File: config.mk
export PLATFORM = sky130hd
export DESIGN_NAME = codec_wr_master
export DESIGN_NICKNAME = d
export VERILOG_FILES = /design/src/rtl/codec_wr_pkg.sv /design/src/rtl/phase_timer.sv /design/src/rtl/shadow_ram.sv /design/src/rtl/codec_wr_master.sv
export SDC_FILE = /design/constraint.sdc
export NUM_CORES = 1
export LEC_CHECK = 0
export ABC_AREA = 1
export BUFFER_PORTS_ARGS = -buffer_cell sky130_fd_sc_hd__buf_2
export CAP_MARGIN = 10
export CORE_AREA = 4 4 322 293
export DETAILED_ROUTE_END_ITERATION = 6
export DIE_AREA = 0 0 326 297
export PLACE_DENSITY = 0.52
export SYNTH_ARGS = -nofsm -noshare
export SYNTH_HDL_FRONTEND = slang
export SYNTH_HIERARCHICAL = 1
export SYNTH_SLANG_ARGS = --single-unit
File: constraint.sdc
create_clock -name clk -period 4.9 [get_ports clk]
set_input_delay 0 -clock clk [delete_from_list [all_inputs] [get_ports clk]]
set_output_delay 0 -clock clk [all_outputs]
set_load 0.03 [all_outputs]
File: src/rtl/codec_wr_pkg.sv
package codec_wr_pkg;
  localparam logic [1:0] DEV_ADDR = 2'b10;
  localparam logic       WR_FLAG  = 1'b1;

  typedef enum logic [2:0] {
    ST_IDLE,
    ST_LOAD,
    ST_PRE,
    ST_SEL,
    ST_CLO,
    ST_DAT,
    ST_CHI,
    ST_POST
  } wr_state_t;
endpackage

File: src/rtl/phase_timer.sv
module phase_timer #(
  parameter int DLY_CYC = 20000
) (
  input  logic clk,
  input  logic rst,
  input  logic load,
  output logic expire
);
  localparam int CW = (DLY_CYC > 1) ? $clog2(DLY_CYC) : 1;
  localparam logic [CW-1:0] LOAD_VAL = CW'(DLY_CYC - 1);

  logic [CW-1:0] cnt_q;

  always_ff @(posedge clk) begin
    if (rst)
      cnt_q <= '0;
    else if (load)
      cnt_q <= LOAD_VAL;
    else if (cnt_q != '0)
      cnt_q <= cnt_q - CW'(1);
  end

  assign expire = (cnt_q == '0);
endmodule

File: src/rtl/shadow_ram.sv
module shadow_ram #(
  parameter int AW = 6,
  parameter int DW = 8
) (
  input  logic          clk,
  input  logic          rst,
  input  logic          we,
  input  logic [AW-1:0] addr,
  input  logic [DW-1:0] wdata,
  output logic [DW-1:0] rdata
);
  localparam int DEPTH = 1 << AW;

  logic [DW-1:0]    mem [DEPTH];
  logic [DEPTH-1:0] vld_q;
  logic [DW-1:0]    rd_q;
  logic             rvld_q;

  // storage array: no reset, so it maps onto block RAM
  always_ff @(posedge clk) begin
    if (we)
      mem[addr] <= wdata;
    rd_q <= mem[addr];
  end

  // written-since-reset flags give the cleared-at-reset view
  always_ff @(posedge clk) begin
    if (rst) begin
      vld_q  <= '0;
      rvld_q <= 1'b0;
    end else begin
      if (we)
        vld_q[addr] <= 1'b1;
      rvld_q <= vld_q[addr];
    end
  end

  assign rdata = rvld_q ? rd_q : '0;
endmodule

File: src/rtl/codec_wr_master.sv
module codec_wr_master
  import codec_wr_pkg::*;
#(
  parameter int CLK_HZ  = 200_000_000,
  parameter int DLY_CYC = (CLK_HZ / 1_000_000) * 100,
  parameter int NCHIP   = 2,
  parameter int IDX_W   = 2,
  parameter int REG_W   = 5,
  parameter int DAT_W   = 8
) (
  input  logic             clk,
  input  logic             rst,
  input  logic             req_valid,
  input  logic             req_masked,
  input  logic [IDX_W-1:0] req_chip,
  input  logic [REG_W-1:0] req_reg,
  input  logic [DAT_W-1:0] req_data,
  input  logic [DAT_W-1:0] req_mask,
  output logic             busy,
  output logic             done,
  output logic             reject,
  output logic             err,
  output logic [NCHIP-1:0] cs_n,
  output logic             sclk,
  output logic             sdata
);
  localparam int CW      = (NCHIP > 1) ? $clog2(NCHIP) : 1;
  localparam int FRAME_W = 3 + REG_W + DAT_W;
  localparam int BW      = $clog2(FRAME_W);
  localparam int AW      = CW + REG_W;

  wr_state_t        st_q;
  logic [CW-1:0]    chip_q;
  logic             multi_q;
  logic [REG_W-1:0] reg_q;
  logic [DAT_W-1:0] val_q, mask_q, byte_q, new_byte, sh_rdata;
  logic [BW-1:0]    bit_q;
  logic [NCHIP-1:0] cs_n_q;
  logic             sclk_q, sd_q, busy_q, done_q, rej_q, err_q;
  logic             tmr_load, tmr_exp, sh_we;
  logic [FRAME_W-1:0] frame;

  phase_timer #(.DLY_CYC(DLY_CYC)) u_timer (
    .clk(clk), .rst(rst), .load(tmr_load), .expire(tmr_exp)
  );

  assign new_byte = multi_q ? ((sh_rdata & ~mask_q) | val_q) : val_q;
  assign sh_we    = (st_q == ST_PRE) && tmr_exp;

  shadow_ram #(.AW(AW), .DW(DAT_W)) u_shadow (
    .clk(clk), .rst(rst), .we(sh_we), .addr({chip_q, reg_q}),
    .wdata(new_byte), .rdata(sh_rdata)
  );

  assign frame    = {DEV_ADDR, WR_FLAG, reg_q, byte_q};
  assign tmr_load = (st_q == ST_LOAD) ||
                    ((st_q != ST_IDLE) && tmr_exp);

  always_ff @(posedge clk) begin
    if (rst) begin
      st_q    <= ST_IDLE;
      chip_q  <= '0;
      multi_q <= 1'b0;
      reg_q   <= '0;
      val_q   <= '0;
      mask_q  <= '0;
      byte_q  <= '0;
      bit_q   <= '0;
      cs_n_q  <= '1;
      sclk_q  <= 1'b1;
      sd_q    <= 1'b1;
      busy_q  <= 1'b0;
      done_q  <= 1'b0;
      rej_q   <= 1'b0;
      err_q   <= 1'b0;
    end else begin
      done_q <= 1'b0;
      rej_q  <= 1'b0;
      if (st_q != ST_IDLE && req_valid)
        err_q <= 1'b1;
      case (st_q)
        ST_IDLE: if (req_valid) begin
          if (!req_masked && int'(req_chip) >= NCHIP) begin
            rej_q <= 1'b1;
          end else begin
            busy_q  <= 1'b1;
            multi_q <= req_masked;
            chip_q  <= req_masked ? '0 : req_chip[CW-1:0];
            reg_q   <= req_reg;
            val_q   <= req_data;
            mask_q  <= req_mask;
            st_q    <= ST_LOAD;
          end
        end
        ST_LOAD: st_q <= ST_PRE;
        ST_PRE: if (tmr_exp) begin
          byte_q <= new_byte;
          cs_n_q <= ~(NCHIP'(1) << chip_q);
          bit_q  <= BW'(FRAME_W - 1);
          st_q   <= ST_SEL;
        end
        ST_SEL: if (tmr_exp) begin
          sclk_q <= 1'b0;
          st_q   <= ST_CLO;
        end
        ST_CLO: if (tmr_exp) begin
          sd_q <= frame[bit_q];
          st_q <= ST_DAT;
        end
        ST_DAT: if (tmr_exp) begin
          sclk_q <= 1'b1;
          st_q   <= ST_CHI;
        end
        ST_CHI: if (tmr_exp) begin
          if (bit_q == '0) begin
            cs_n_q <= '1;
            sd_q   <= 1'b1;
            st_q   <= ST_POST;
          end else begin
            bit_q  <= bit_q - BW'(1);
            sclk_q <= 1'b0;
            st_q   <= ST_CLO;
          end
        end
        ST_POST: if (tmr_exp) begin
          if (multi_q && int'(chip_q) != NCHIP - 1) begin
            chip_q <= chip_q + CW'(1);
            st_q   <= ST_LOAD;
          end else begin
            done_q <= 1'b1;
            busy_q <= 1'b0;
            st_q   <= ST_IDLE;
          end
        end
        default: st_q <= ST_IDLE;
      endcase
    end
  end

  assign busy   = busy_q;
  assign done   = done_q;
  assign reject = rej_q;
  assign err    = err_q;
  assign cs_n   = cs_n_q;
  assign sclk   = sclk_q;
  assign sdata  = sd_q;


  one_select_chk: assert property (@(posedge clk) disable iff (rst)
    $countones(~cs_n_q) <= 1);


  idle_lines_chk: assert property (@(posedge clk) disable iff (rst)
    !busy_q |-> (cs_n_q == '1 && sclk_q && sd_q));


  data_while_low_chk: assert property (@(posedge clk) disable iff (rst)
    (!$stable(sd_q) && cs_n_q != '1) |-> !sclk_q);


  done_settled_chk: assert property (@(posedge clk) disable iff (rst)
    done_q |-> (!busy_q && cs_n_q == '1 && sclk_q && sd_q));


  reject_idle_chk: assert property (@(posedge clk) disable iff (rst)
    rej_q |-> (!busy_q && cs_n_q == '1));


  err_sticky_chk: assert property (@(posedge clk) disable iff (rst)
    err_q |=> err_q);
endmodule

==> impl_results.md <==
* Die width at 326 um
* Unrepaired setup endpoints after global routing: no
* Main flop type after synthesis: edfxtp_1
* Cell variety after synth at 43
* Type of the most critical hold path: primary input to flop
* Critical path arrival at 3.89 ns
* Sequential-to-total area share from yosys stat at 66.61%
* Worst Path Buf+Inv at 4
* Die height at 297 um
* Total power per unit cell area at 491.7 nW/um^2
* Final min period at 3.679 ns
* Fmax at 271.8 MHz
* CP max stage delay at 0.73 ns
* Largest net degree at the start of global routing at 176
* TritonCTS clock tree: done
* Worst Clk Skew at 0.03102 ns
* Antenna diode count at 0
* FP Rows at 105
* XOR/XNOR Fraction of Synth Area at 0.1616%
* Mux share of post-synthesis cell area at 0%
* Worst path cell trace: inv_2 > ha_1 > nand2_4 > nor3_1 > inv_1 > nor3_4 > inv_1 > nor2_1 > inv_1 > nor2_1
* Reg clk slew, reported paths at 0.06 ns
* Area Growth Syn to Fin at 15.00%
* Synthesis Warnings at 6
* LEAKAGE at 11.76 nW
* Root Driver: clkbuf_16
* GR Overflow Total at 0
* Fillers at 9207
* DP Wirelength at 45.26 mm
* CP delay by family, top: simple AND/OR/NAND/NOR gates
* Max cap viols at 0
* Initial core utilization at 29.86%
* Worst Max-Slew Pin Slew at 1.052 ns
* Wirelength per Cell at 19.03 um
* Setup CP Type: flop to flop
* Max-Slew Margin vs Limit at 29.88%
* Final slew viol count at 0
* Cell Area, Synth at 27110 um^2
* Nets at 2833
* Final Wtd Congestion at 0.8216
* Residual DRC at 0
* Maximum vdd drop at 241.1 uV
* Sink Count at 646
* Worst path slowest cell: nor2_1
* Commonest cells after routing, fill and taps aside: nand2_1 (1011), edfxtp_1 (512), nor2_1 (288)
* Most frequent CP cell: inv_1
* Yosys reg bits at 646
* Via count at 19180
* Share of post-route cells with drive strength above 1 at 8.773%
* Cts bufs inserted at 71
* Worst-Skew Late Latency at 0.61 ns
* Compound-cell area share of the yosys netlist at 7.113%
* H-tree Lvls at 3
* GRT Util Overall at 15.67%
* Simple-gate share of the synthesized area at 21.56%
* Dpl ws at 1.239 ns
* Core area at 90780 um^2
* Syn Nets at 2785
* DR vias/cell at 4.688
* Final period utilization at 75.07%
* Post-Syn Area per Cell at 9.836 um^2
* Combinational family with the most area after synthesis: simple AND/OR/NAND/NOR gates
* Final hold vios at 0
* Type of origin of the critical path: flop
* Post-route ant nets at 0
* Post-CTS resize count at 0
* Crit-path max FO at 9
* Iter 0 DRT Violations at 1841
* Vias in the first global route at 18440
* Number of I/O pins at 35
* EDFF count, synth at 512
* Drt first pass iters at 6
* Initial antenna violation count at 0
* Post-Route WL at 77.86 mm
* CP required at 5.11 ns
* Setup crit end kind: flop
* Post-synthesis adder-cell area fraction at 0.09231%
* Die ar. at 96820 um^2
* Worst hold slack at 0.2057 ns
* Max clock buf depth at 3
* Setup WS post-layout at 1.221 ns
* Input/output buffers at 34
* Status: complete, no violations
* First-pass GRT wire length at 116.3 mm
* Asr flop ratio synth at 0%
* Setup-failing EPs final at 0
* Most common cell after layout, fill and taps aside: nand2_1
* Post-Synthesis Cells at 2756
* Setup TNS at 0 ns
-- state kept, by name (all words and copies together), names as in the netlist, 2 cells and up --
name and flops:
u_shadow/mem 512, byte_q 8, bit_q 4, cs_n 2
st_q 3, u_shadow/vld_q 64, u_timer/cnt_q 15, reg_q 5
mask_q 8, val_q 8, u_shadow/rd_q 8
-- power breakdown --
group	switching (mW)	internal, mW
Combinational	2.79	0.893
Sequential	0.184	6.39
Clock	2.11	2.97
Total	5.08	10.2
-- area by class of cell --
type / instances / area [um^2] / area share, %
sequential: 646 / 18070 / 57.95
timing repair buffer: 101 / 775.7 / 2.488
multi-input combinational: 1821 / 7951 / 25.51
tap: 1230 / 1539 / 4.937
inverter: 163 / 629.4 / 2.019
clock inverter: 17 / 91.34 / 0.2930
clock buffer: 113 / 2121 / 6.803
-- repair_timing --
action | in CTS | in global routing
setup endpoints to repair | 0 | 0
buffers inserted | 0 | 0
hold buffers | 35 | 0
hold endpoints to repair | 52 | 0
-- logic make-up (layout without fill, tap and decap cells) --
| kind of cell | after synthesis | after routing |
|---|---|---|
| AO/OA/AOI/OAI | 377 | 377 |
| XOR/XNOR | 5 | 5 |
| adder cells (fa/ha/maj) | 2 | 2 |
| buffers and inverters | 289 | 394 |
| flip-flops | 646 | 646 |
| AND/OR/NAND/NOR | 1437 | 1437 |
-- synthesized netlist by cell type, types with 7 or more instances --
cell type	instances	area share, %
inv_1	144	2.0
buf_1	14	0.19
nand2_1	1011	14
nor2_2	18	0.42
or2_2	8	0.18
o31ai_1	8	0.22
nor2_4	10	0.42
inv_2	12	0.17
a21oi_1	203	3.7
nand2_2	9	0.21
edfxtp_1	512	57
nand3_1	63	1.2
dfxtp_1	134	9.9
o21ai_0	155	2.9
nor3_4	7	0.42
nor2_1	288	4.0
clkbuf_1	41	0.57
buf_2	64	1.2
-- worst reg2reg max path, cell delays in order (launching register included) --
cell and delay, ns:
dfxtp_1 0.34, inv_2 0.11, ha_1 0.25, nand2_4 0.10, nor3_1 0.47, inv_1 0.29, nor3_4 0.29, inv_1 0.17
nor2_1 0.13, inv_1 0.40, nor2_1 0.73
-- routing by layer --
metal | global-route usage [%] | part of all wire [%] | up-vias
met5 | 0 | 0 | -
met4 | 5.546 | 3.4 | 0
met3 | 2.745 | 6.4 | 138
met2 | 24.23 | 45 | 584
met1 | 22.17 | 45 | 9268
li1 | - | - | 9187
-- path summary, 6_finish.rpt --
check / from / to / slack [ns] / cells after the start
worst max-delay path: u_timer/cnt_q[0]$_SDFFE_PP0P_ / u_shadow/mem[12][7]$_DFFE_PP_ / 1.22 / 10
worst min-delay path: req_mask[1] / mask_q[1]$_SDFFE_PP0P_ / 0.21 / 4
worst max register to register: u_timer/cnt_q[0]$_SDFFE_PP0P_ / u_shadow/mem[12][7]$_DFFE_PP_ / 1.22 / 10
worst min register to register: u_shadow/vld_q[56]$_SDFFE_PP0P_ / u_shadow/vld_q[56]$_SDFFE_PP0P_ / 0.47 / 2
-- per-stage QoR --
stage          util (%)  power [mW]  cell area (um^2)  cells
3_3_place_gp      31.52       10.36             28610   3926
4_1_cts           34.34       15.46             31170   4091
3_5_place_dp      31.52       10.33             28610   3926
2_1_floorplan         -       8.971             27110   2756
6_report          34.34       15.33             31170   4091
5_1_grt           34.34       16.06             31170   4091
Power figures use the tool's default switching activity.
